--- config.mk ---
export PLATFORM = sky130hd
export DESIGN_NAME = exc_recog
export DESIGN_NICKNAME = d
export VERILOG_FILES = /design/src/rtl/exc_recog_pkg.sv /design/src/rtl/exc_head_gate.sv /design/src/rtl/exc_cause_arb.sv /design/src/rtl/exc_wait_ctr.sv /design/src/rtl/exc_recog.sv
export SDC_FILE = /design/constraint.sdc
export NUM_CORES = 1
export LEC_CHECK = 0
export ABC_AREA = 1
export BUFFER_PORTS_ARGS = -buffer_cell sky130_fd_sc_hd__buf_2
export CAP_MARGIN = 5
export CORE_ASPECT_RATIO = 2
export CORE_MARGIN = 2
export CORE_UTILIZATION = 35
export CTS_BUF_LIST = sky130_fd_sc_hd__clkbuf_16
export CTS_CLUSTER_SIZE = 8
export DETAILED_ROUTE_END_ITERATION = 10
export GPL_ROUTABILITY_DRIVEN = 1
export PLACE_DENSITY = 0.69
export RECOVER_POWER = 25
export SLEW_MARGIN = 20
export SYNTH_ARGS = -nofsm -noshare
export SYNTH_HDL_FRONTEND = slang
export SYNTH_SLANG_ARGS = --single-unit
--- constraint.sdc ---
create_clock -name clk -period 1.9 [get_ports clk]
set_clock_uncertainty 0.2 [all_clocks]
set_input_delay 0.19 -clock clk [delete_from_list [all_inputs] [get_ports clk]]
set_output_delay 0.19 -clock clk [all_outputs]
set_load 0.03 [all_outputs]
--- src/rtl/exc_recog_pkg.sv ---
package exc_recog_pkg;
  typedef enum logic [1:0] {
    SRC_NONE   = 2'd0,
    SRC_ITLB   = 2'd1,
    SRC_IRQ    = 2'd2,
    SRC_SWITCH = 2'd3
  } exc_src_e;
endpackage

--- src/rtl/exc_head_gate.sv ---
module exc_head_gate (
  input  logic head_valid,
  input  logic head_nonspec,
  input  logic head_is_branch,
  input  logic head_unc_load_busy,
  input  logic head_split_issued,
  output logic itlb_window,
  output logic interruptible
);
  // ITLB miss is visible when the queue is empty, or when a committed
  // branch sits at the head (miss falls in its delay slot).
  assign itlb_window   = !head_valid || (head_nonspec && head_is_branch);
  assign interruptible = !(head_valid && (head_unc_load_busy || head_split_issued));
endmodule

--- src/rtl/exc_cause_arb.sv ---
module exc_cause_arb
  import exc_recog_pkg::*;
#(
  parameter int CW = 5
) (
  input  logic          itlb_cond,
  input  logic          irq_cond,
  input  logic          sw_cond,
  input  logic [CW-1:0] fetch_cause,
  input  logic [CW-1:0] irq_cause,
  output logic          raise,
  output exc_src_e      src,
  output logic [CW-1:0] cause
);
  localparam logic [CW-1:0] SW_CODE = ~{{(CW-1){1'b0}}, 1'b1};

  always_comb begin
    src   = SRC_NONE;
    cause = '0;
    if (itlb_cond) begin
      src   = SRC_ITLB;
      cause = fetch_cause;
    end else if (irq_cond) begin
      src   = SRC_IRQ;
      cause = irq_cause;
    end else if (sw_cond) begin
      src   = SRC_SWITCH;
      cause = SW_CODE;
    end
  end
  assign raise = (src != SRC_NONE);
endmodule

--- src/rtl/exc_wait_ctr.sv ---
module exc_wait_ctr #(
  parameter int WCW = 16
) (
  input  logic           clk,
  input  logic           rst_n,
  input  logic           inc,
  output logic [WCW-1:0] count
);
  localparam logic [WCW-1:0] CMAX = '1;

  always_ff @(posedge clk) begin
    if (!rst_n)                    count <= '0;
    else if (inc && count != CMAX) count <= count + 1'b1;
  end

  AST_WAIT_STEP: assert property (@(posedge clk) disable iff (!rst_n)
    (inc && count != CMAX) |=> (count == $past(count) + 1'b1));
  AST_WAIT_HOLD: assert property (@(posedge clk) disable iff (!rst_n)
    (!inc) |=> $stable(count));
endmodule

--- src/rtl/exc_recog.sv ---
module exc_recog
  import exc_recog_pkg::*;
#(
  parameter int              CW         = 5,
  parameter int              PCW        = 32,
  parameter int              WCW        = 16,
  parameter logic [PCW-1:0]  KSEG_LIMIT = 32'hC000_0000
) (
  input  logic           clk,
  input  logic           rst_n,
  input  logic           head_valid,
  input  logic           head_nonspec,
  input  logic           head_is_branch,
  input  logic           head_unc_load_busy,
  input  logic           head_split_issued,
  input  logic           fetch_itlb_stall,
  input  logic [CW-1:0]  fetch_cause,
  input  logic           irq_req,
  input  logic [CW-1:0]  irq_cause,
  input  logic           switch_req,
  input  logic [PCW-1:0] retire_pc,
  input  logic           branch_pend,
  input  logic           ops_busy,
  input  logic           work_busy,
  output logic           exc_pending,
  output logic           take_pulse,
  output logic [CW-1:0]  take_cause,
  output logic           take_delay_slot,
  output logic [WCW-1:0] wait_cycles
);
  localparam logic [CW-1:0] SW_CODE = ~{{(CW-1){1'b0}}, 1'b1};

  logic          itlb_window, interruptible;
  logic          itlb_cond, irq_cond, sw_cond;
  logic          raise;
  exc_src_e      src;
  logic [CW-1:0] raise_cause;
  logic          drained;
  logic          pend_q;
  logic [CW-1:0] cause_q;

  exc_head_gate u_gate (
    .head_valid         (head_valid),
    .head_nonspec       (head_nonspec),
    .head_is_branch     (head_is_branch),
    .head_unc_load_busy (head_unc_load_busy),
    .head_split_issued  (head_split_issued),
    .itlb_window        (itlb_window),
    .interruptible      (interruptible)
  );

  assign itlb_cond = fetch_itlb_stall && itlb_window;
  assign irq_cond  = irq_req && interruptible;
  assign sw_cond   = switch_req && (retire_pc < KSEG_LIMIT) && !branch_pend;

  exc_cause_arb #(.CW(CW)) u_arb (
    .itlb_cond   (itlb_cond),
    .irq_cond    (irq_cond),
    .sw_cond     (sw_cond),
    .fetch_cause (fetch_cause),
    .irq_cause   (irq_cause),
    .raise       (raise),
    .src         (src),
    .cause       (raise_cause)
  );

  assign drained = !ops_busy && !work_busy;

  always_ff @(posedge clk) begin
    if (!rst_n) begin
      pend_q  <= 1'b0;
      cause_q <= '0;
    end else if (pend_q) begin
      if (drained) pend_q <= 1'b0;
    end else if (raise) begin
      pend_q  <= 1'b1;
      cause_q <= raise_cause;
    end
  end

  assign exc_pending     = pend_q;
  assign take_pulse      = pend_q && drained;
  assign take_cause      = cause_q;
  assign take_delay_slot = take_pulse && branch_pend;

  exc_wait_ctr #(.WCW(WCW)) u_wait (
    .clk   (clk),
    .rst_n (rst_n),
    .inc   (pend_q && !drained),
    .count (wait_cycles)
  );

  AST_TAKE_DRAINED: assert property (@(posedge clk) disable iff (!rst_n)
    take_pulse |-> (!ops_busy && !work_busy));
  AST_TAKE_CLEARS: assert property (@(posedge clk) disable iff (!rst_n)
    take_pulse |=> (!exc_pending && !take_pulse));
  AST_CAUSE_HELD: assert property (@(posedge clk) disable iff (!rst_n)
    exc_pending |=> $stable(take_cause));
  AST_ITLB_EMPTY: assert property (@(posedge clk) disable iff (!rst_n)
    (!exc_pending && fetch_itlb_stall && !head_valid) |=>
      (exc_pending && take_cause == $past(fetch_cause)));
  AST_SWITCH_CODE: assert property (@(posedge clk) disable iff (!rst_n)
    (!exc_pending && switch_req && retire_pc < KSEG_LIMIT && !branch_pend &&
     !fetch_itlb_stall && !irq_req) |=> (exc_pending && take_cause == SW_CODE));
endmodule

---- Word level (Yosys, flattened, before mapping) ----
Index checks and enable logic that the tools add are counted.
operators by class
  equality and inequality tests ........... 1
  add/subtract/negate cells ............... 1
  bitwise gates (word level) .............. 1
  multiplexer cells ....................... 9
  $lt $le $gt $ge ......................... 1
  reduce and logical (&&, ||, !) cells .... 21
operator list
  cell                     number
  $lt A32 B32 Y1 const B   1
  $add A16 B1 Y16 const B  1
  $ne A16 B16 Y1 const B   1
  $mux W5                  3
  $logic_and A1 B1 Y1      11
  $logic_not A1 Y1         6
  $mux W2                  3
  $mux W1                  3
  $logic_or A1 B1 Y1       2
  $reduce_and A2 Y1        1
  $reduce_bool A2 Y1       1
  $not A1 Y1               1
storage, ports and cells
  word-level logic and storage cells ...... 37
  register bits ........................... 22
  output and inout port bits .............. 24
  input bits .............................. 55

---- Depth between registers and ports, before layout ----
Gate-level depths: netlist (run 1).
  depth in word-level cells ............... 9
  gate-level depth with buffers ........... 9
  gate-level depth less buffers ........... 9

---- By module ----
Synthesis (run 1) repeated with hierarchy kept, for this count alone.
unflattened totals
  cell total of the unflattened synthesis .. 227
  area total of the unflattened synthesis .. 1,427.6 um^2
by module, submodules not included
  module         times used  sequential area each (um^2)  area each (um^2)  cells each
  exc_wait_ctr   1           320.3                        996.0             149
  exc_recog      1           120.1                        294.0             45
  exc_cause_arb  1           0.0                          125.1             30
  exc_head_gate  1           0.0                          12.5              3

---- Worst setup path after synthesis (run 1) ----
OpenSTA, ideal clock, no wires.
  path kind ............................... register to output
  start point ............................. register pend_q, in the netlist exc_pending
  end point ............................... output port take_delay_slot
  cell stages (with the launch flop) ...... 3
  buffers on the path ..................... 0
  path slack .............................. -0.029 ns
  data arrival time ....................... 1.539 ns
  required time ........................... 1.510 ns
  path through ............................ dfxtp_1 > inv_1 > nor4_1
on the way
  cells in the longest elaborated chain, start to end .. 2
RTL lines
  what                    line             text
  start, declared         exc_recog.sv:39  logic pend_q;
  start signal, assigned  exc_recog.sv:71  pend_q <= 1'b0;
  start signal, assigned  exc_recog.sv:74  if (drained) pend_q <= 1'b0;
  start signal, assigned  exc_recog.sv:76  pend_q <= 1'b1;
  $logic_and A1 B1 Y1     exc_recog.sv:82  assign take_pulse = pend_q && drained;
  $logic_and A1 B1 Y1     exc_recog.sv:84  assign take_delay_slot = take_pulse && branch_pend;
  end, declared           exc_recog.sv:28  output logic take_delay_slot,
No other way between the ends.

---- Worst setup path in the final report (run 1) ----
  start point ............................. register u_wait.count[1]
  end point ............................... register u_wait.count[15]
on the way
  cells in the longest elaborated chain, start to end .. 2
  elaborated cells on any way between the ends .. 3
  those cells by class .................... add/sub: 1; eq/ne: 1; reduce/logical: 1
RTL lines
  what                                                                     line                text
  start, declared                                                          exc_wait_ctr.sv:7   output logic [WCW-1:0] count
  start signal, assigned                                                   exc_wait_ctr.sv:13  else if (inc && count != CMAX) count <= count + 1'b1;
  parallel branches: the longest is 2 deep, another holds $add A16 B1 Y16  --
Parallel ways; which one is timed is not known.
A chain may end at the register's enable or synchronous reset.

==> flow_metrics.tcl, run 1 <==
set metrics [dict create \
    n_antenna_cell 0 \
    synth.largest_area_cell "sky130_fd_sc_hd__dfxtp_1" \
    layout-drive-gt1-share_pct 24.8 \
    finalSetupViolCount 0 \
    synth_fa_ha_area_share_pct 0.933 \
    path_clk_slew_ns 0.06 \
    count_of_cells_along_the_worst_register_to_register_path 8 \
    arrival_ns 1.70 \
    fin_nets 315 \
    setup-tns-final_ns 0 \
    worstSetupPathType "reg -> reg" \
    worst_slack_ns 0.154 \
    critical_path.endpoint_type "flip-flop" \
    cts_resized 0 \
    synth.yosys.seq_area_share_pct 32.8 \
    synth.area.mux_share_pct 0 \
    outcome "completed" \
    die_y_um 91.5 \
    place_hpwl_mm 2.66 \
    drc 0 \
    placement_rows 31 \
    final.fill_count 430 \
    timing_worst_slew_pin_value_ns 0.432 \
    floorplan.die.width_um 47.8 \
    grt_first_pass_wirelength_mm 5.52 \
    numPortBuffers 48 \
    worstSetupStartpointType "flip-flop" \
    synth_top_family_by_area "simple AND/OR/NAND/NOR gates" \
    initial_core_util_pct 36.8 \
    drv_cap 0 \
    layout.core_utilization_pct 47.1 \
    preCtsSetupSlack_ns 0.135 \
    yosysUniqueCellTypes 23 \
    detail-route-antenna-nets 0 \
    min_path_cells 4 \
    largest_net_degree_at_the_start_of_global_routing 17 \
    synthesis.yosys.warnings 0 \
    cts_hold_buf 0 \
    vdd_ir_drop_max_v 0.000448 \
    synth-compound-area-share_pct 10.7 \
    root_buffer "sky130_fd_sc_hd__clkbuf_16" \
    tritoncts.num_buffers 3 \
    timing.critical_path.fanout_max 8 \
    cts_tree "built" \
    most-common-layout-cells "sky130_fd_sc_hd__nand2_1 (62), sky130_fd_sc_hd__buf_2 (37), sky130_fd_sc_hd__nor2_1 (23)" \
    clock-sinks 22 \
    routabilityCongestion 0.843 \
    avgSynthCellArea_sq_um 6.45 \
    area_growth_syn_to_layout_pct 28.0 \
    max_freq_mhz 573 \
    dpl.cell_count 302 \
    core_box_area_sq_um 3650 \
    post_drt_wl_per_cell_um 11.2 \
    final-instance-count-excl-fill 307 \
    drt-pass1-iter-count 4 \
    synthXorXnorAreaFrac_pct 3.92 \
    via_count 1459 \
    grt_use_total_pct 17.4 \
    synthDominantCellAreaShare_pct 32.8 \
    global_route.overflow_total 0 \
    most_common_cell_after_layout_fill_and_taps_aside "sky130_fd_sc_hd__nand2_1" \
    synth-seq-cells 22 \
    fp.dieArea_sq_um 4370 \
    viasPerCell 4.75 \
    hold_slack_ns 0.0536 \
    static-leakage-power_nw 0.765 \
    cts_buffer_depth 2 \
    worstPathRequired_ns 1.86 \
    synthSimpleGateAreaFrac_pct 43.7 \
    post-route-period-util_pct 91.9 \
    synth.top_cells.by_area "sky130_fd_sc_hd__dfxtp_1 (33%), sky130_fd_sc_hd__nand2_1 (17%), sky130_fd_sc_hd__nand3_1 (7.8%)" \
    timing.final.crit_period_ns 1.75 \
    antenna_violations_before_repair 0 \
    p_per_area_nw_per_um2 675 \
    drt_first_iter_violations 27 \
    htree_num_levels 1 \
    cells_after_synthesis 208 \
    insertion_delay_ns 0.26 \
    cts_setup_buffers 0 \
    synth.net_count 264 \
    holdCritPathClass "in -> reg" \
    syn-cell-area_sq_um 1340 \
    report.final.slew_viol_count 0 \
    io-pin-count 79 \
    slew_headroom_pct 71.2 \
    first_global_vias 1327 \
    totalWireLength_mm 3.45 \
    final-hold-violation-count 0 \
]
==> through the flow <==
step	power, mW	instance area (sq um)
final	1.16	1720
after global routing	1.22	1720
after global placement	0.712	1640
after floorplan	0.648	1350
after detailed placement	0.715	1640
after CTS	1.18	1720
==> sequential cells by signal, indices dropped and copies added, names as in the netlist <==
name / count
exc_pending: 1
take_cause: 5
u_wait.count: 16
==> metal layers <==
layer  part of all wire [%]  GRT usage (%)  up-vias
met5                      0              0        -
met4                    3.3           11.3        0
met3                    3.8           2.58        7
met2                     56           30.2       48
met1                     36           17.1      637
li1                       -              -      767
==> report_power, final <==
group	internal, mW	switching, mW
Combinational	0.0673	0.141
Sequential	0.481	0.0109
Clock	0.282	0.177
Total	0.830	0.329
==> synth_stat cells (all sizes together) <==
cell    count
nand2      65
nor2       31
dfxtp      22
inv        21
nand3      21
a21oi      19
o21ai       6
nand4       5
or2         4
xor2        4
clkbuf      3
buf         2
xnor2       2
ha          1
nor3        1
nor4        1
==> cells by family after synthesis <==
kind of cell	after synthesis
flops	22
fa+ha+maj	1
simple gates	128
xor+xnor	6
buf+inv	26
compound gates	25
==> worst max-delay path: stages (launching register included) <==
cell                      delay [ns]
sky130_fd_sc_hd__dfxtp_1        0.39
sky130_fd_sc_hd__ha_2           0.24
sky130_fd_sc_hd__nand2_2        0.07
sky130_fd_sc_hd__nor2_4         0.11
sky130_fd_sc_hd__nand2_2        0.11
sky130_fd_sc_hd__nor2_4         0.17
sky130_fd_sc_hd__nor2_2         0.12
sky130_fd_sc_hd__a21oi_1        0.16
sky130_fd_sc_hd__nor2_1         0.06
==> layout make-up <==
cell class	instances	area (sq um)	share of cell area [%]
Sequential cell	22	442	25.7
Timing Repair Buffer	50	241	14.1
Tap cell	49	61.3	3.57
Multi-Input combinational cell	161	815	47.4
Clock inverter	1	3.75	0.219
Inverter	21	78.8	4.59
Clock buffer	3	75.1	4.37
==> final timing paths <==
path	endpoint	start	slack [ns]
worst max-delay path	u_wait.count[15]	u_wait.count[1]	0.15
worst min-delay path	take_cause[3]	fetch_cause[3]	0.05
worst max register to register	u_wait.count[15]	u_wait.count[1]	0.15
worst min register to register	u_wait.count[8]	u_wait.count[8]	0.31
(Power assumes the default switching activity.)
==> run 2, diff against run 1 <==
--- a/config.mk
+++ b/config.mk
@@ -5,17 +5,17 @@
 export SDC_FILE = /design/constraint.sdc
 export NUM_CORES = 1
 export LEC_CHECK = 0
-export ABC_AREA = 1
 export BUFFER_PORTS_ARGS = -buffer_cell sky130_fd_sc_hd__buf_2
 export CAP_MARGIN = 5
 export CORE_ASPECT_RATIO = 2
 export CORE_MARGIN = 2
 export CORE_UTILIZATION = 35
 export CTS_BUF_LIST = sky130_fd_sc_hd__clkbuf_16
+export CTS_CLUSTER_DIAMETER = 120
 export CTS_CLUSTER_SIZE = 8
 export DETAILED_ROUTE_END_ITERATION = 10
 export GPL_ROUTABILITY_DRIVEN = 1
-export PLACE_DENSITY = 0.69
+export PLACE_DENSITY = 0.71
 export RECOVER_POWER = 25
 export SLEW_MARGIN = 20
 export SYNTH_ARGS = -nofsm -noshare
==> constraint.sdc (replaced) <==
create_clock -name clk -period 1.7 [get_ports clk]
set_clock_uncertainty 0.2 [all_clocks]
set_input_delay 0.17 -clock clk [delete_from_list [all_inputs] [get_ports clk]]
set_output_delay 0.17 -clock clk [all_outputs]
set_load 0.03 [all_outputs]
==> run 2 against run 1 <==
Net effect:
- the flow now finishes with violations (setup timing)
- largest power group unchanged
- die area is 10% lower
- utilization is 9.8 points higher
- critical path depth is 1 higher
- power is 9.3% higher
- via count is 3.7% lower
==> flow_metrics.tcl, run 2 <==
set metrics [dict create \
    timing.final.crit_period_ns 1.85 \
    synth_edf_count 0 \
    die_y_um 86.6 \
    drt_first_iter_violations 23 \
    most_common_cell_after_layout_fill_and_taps_aside "sky130_fd_sc_hd__buf_2" \
    synth-seq-cells 22 \
    synth.cells.most_frequent "sky130_fd_sc_hd__dfxtp_1 (22), sky130_fd_sc_hd__nand2_1 (14), sky130_fd_sc_hd__a21oi_1 (9)" \
    post_drt_wl_per_cell_um 14.1 \
    grt_first_pass_wirelength_mm 5.60 \
    fp.dieArea_sq_um 3930 \
    worstPathRequired_ns 1.68 \
    p_per_area_nw_per_um2 666 \
    critical_path.endpoint_type "flip-flop" \
    avgSynthCellArea_sq_um 8.47 \
    slew_headroom_pct 63.8 \
    area_growth_syn_to_layout_pct 59.2 \
    critical_path.top_delay_family "simple AND/OR/NAND/NOR gates" \
    final-hold-violation-count 0 \
    hold_slack_ns 0.0220 \
    cells_after_synthesis 141 \
    register_containing_the_most_flip_flops_in_the_final_layout "u_wait.count" \
    count_of_cells_along_the_worst_register_to_register_path 9 \
    critical-path-slowest-cell "sky130_fd_sc_hd__dfxtp_4" \
    grt.busiest_layer "met2" \
    timing_worst_slew_pin_value_ns 0.543 \
    root_buffer "sky130_fd_sc_hd__clkbuf_16" \
    finalSetupViolCount 13 \
    report.final.slew_viol_count 0 \
    clock-sinks 22 \
    r2r_slack_ns -0.15 \
    synthDominantCellAreaShare_pct 36.9 \
    grt_use_total_pct 19.1 \
    synthFlopType "sky130_fd_sc_hd__dfxtp_1" \
    antenna_violations_before_repair 0 \
    synth.top_cells.by_area "sky130_fd_sc_hd__dfxtp_1 (37%), sky130_fd_sc_hd__nand2_1 (4.4%), sky130_fd_sc_hd__mux2i_1 (4.2%)" \
    n_antenna_cell 0 \
    post-route-period-util_pct 109 \
    synth-async-reset-ratio_pct 0 \
    path_clk_slew_ns 0.06 \
    most-common-layout-cells "sky130_fd_sc_hd__buf_2 (41), sky130_fd_sc_hd__buf_4 (26), sky130_fd_sc_hd__nand2_1 (14)" \
    outcome "finished, violations left" \
    path_cells "ha_4 -> nand4_4 -> buf_4 -> buf_6 -> nor3_4 -> buf_6 -> buf_6 -> or3_1 -> a21oi_1" \
    synth-compound-area-share_pct 25.8 \
    arrival_ns 1.83 \
    htree_num_levels 1 \
    detail-route-antenna-nets 0 \
    rsz0062_at_grt "yes" \
    first_global_vias 1351 \
    cpMostUsedCell "sky130_fd_sc_hd__buf_6" \
    violated_checks "setup timing" \
    io-pin-count 79 \
    synth.yosys.seq_area_share_pct 36.9 \
    max_freq_mhz 540 \
    viasPerCell 5.60 \
    placement_rows 30 \
    largest_net_degree_at_the_start_of_global_routing 17 \
    totalWireLength_mm 3.53 \
    synthXorXnorAreaFrac_pct 0 \
    worst_r2r_src "u_wait.count[0]" \
    numPortBuffers 48 \
    cts_buffer_depth 2 \
    cts_tree "built" \
    synthesis.yosys.warnings 0 \
    initial_core_util_pct 35.8 \
    vdd_ir_drop_max_v 0.000536 \
    cp_slowest_stage_delay_ns 0.35 \
    worstPathBufferInverterCount 4 \
    worstSetupPathType "reg -> reg" \
    drc 0 \
    insertion_delay_ns 0.26 \
    synth_top_family_by_area "simple AND/OR/NAND/NOR gates" \
    worst_slack_ns -0.153 \
    largest_register_ff_count 16 \
    placed_cell_area_sq_um 1670 \
    timing.critical_path.fanout_max 6 \
    static-leakage-power_nw 0.834 \
    use_met2_pct 35.3 \
    fin_nets 276 \
    syn-cell-area_sq_um 1190 \
    floorplan.die.width_um 45.3 \
    synth.area.mux_share_pct 4.19 \
    core_box_area_sq_um 3340 \
    min_path_cells 3 \
    drt-pass1-iter-count 4 \
    tritoncts.num_buffers 3 \
    use_met1_pct 19.4 \
    most_used_standard_cell_by_instance_count_after_synthesis "sky130_fd_sc_hd__dfxtp_1" \
    via_count 1405 \
    layout.core_utilization_pct 56.9 \
    place_hpwl_mm 2.68 \
    global_route.usage.met3_pct 2.71 \
    layout-drive-gt1-share_pct 47.9 \
    yosysUniqueCellTypes 41 \
    hold_path_end "take_cause[4]" \
    preCtsSetupSlack_ns -0.154 \
    drv_cap 0 \
    final_cell_area_sq_um 1900 \
    worstSetupStartpointType "flip-flop" \
    synth.net_count 197 \
    regToRegEndpoint "u_wait.count[6]" \
    routabilityCongestion 0.767 \
    synth.largest_area_cell "sky130_fd_sc_hd__dfxtp_1" \
    global_route.overflow_total 0 \
    synth_fa_ha_area_share_pct 1.05 \
    synthSimpleGateAreaFrac_pct 27.6 \
    holdCritPathClass "in -> reg" \
    startpoint_of_the_tightest_hold_check_path "fetch_cause[4]" \
]
==> run 2: final cells by class <==
cell class,instances,area (sq um)
Fill cell,315,1440
Multi-Input combinational cell,109,802
Timing Repair Buffer,80,493
Sequential cell,22,473
Clock buffer,3,75.1
Tap cell,32,40.0
Inverter,4,15.0
Clock inverter,1,3.75
==> run 2: timing repair <==
action                     4_1_cts  5_1_grt
hold endpoints to repair         1        0
hold buffers                     1        0
resized for setup                5       14
pin swaps                        4       14
setup endpoints to repair        6       16
setup buffers                    1        8
==> run 2: worst max-delay path by stage <==
stage               startpoint               end  slack [ns]  cells after the start
2_1_floorplan  u_wait.count[1]  u_wait.count[10]       -0.20                      5
3_3_place_gp   u_wait.count[1]  u_wait.count[10]       -0.13                      5
3_5_place_dp   u_wait.count[1]  u_wait.count[10]       -0.15                      5
4_1_cts        u_wait.count[1]  u_wait.count[10]       -0.17                      5
5_1_grt        u_wait.count[1]  u_wait.count[10]       -0.22                      5
6_report       u_wait.count[0]   u_wait.count[6]       -0.15                      9
==> run 2: layer usage <==
layer,share of wire [%],vias up
met3,4.2,12
met4,3.2,0
met5,0,-
met2,56,50
met1,36,636
li1,-,707
==> run 2: tightest hold or removal path, stage by stage <==
cell                      delay (ns)
sky130_fd_sc_hd__buf_2          0.10
sky130_fd_sc_hd__nor2_1         0.09
sky130_fd_sc_hd__o41ai_1        0.07
==> run 2: report_power, final <==
part	switching (mW)	internal [mW]	total, mW
sequential	0.0134	0.530	0.543
combinational	0.129	0.0878	0.217
clock	0.192	0.314	0.506
total	0.335	0.931	1.27
==> run 2: logic make-up (layout without fill, tap and decap cells) <==
kind of cell	count (synthesis)	in the layout
DFF	22	22
AOI/OAI and AO/OA	44	44
muxes	5	5
buffers and inverters	10	88
and+or+nand+nor	59	59
adders and majority gates	1	1
==> run 2: per-stage QoR <==
| step | std cells | total power [mW] | setup TNS, ns |
|---|---|---|---|
| finish | 251 | 1.27 | -0.901 |
| global route | 251 | 1.31 | -2.01 |
| CTS | 243 | 1.28 | -0.288 |
| detailed placement | 238 | 0.767 | -0.403 |
| global placement | 238 | 0.765 | -0.216 |
| floorplan | 141 | 0.682 | -0.922 |
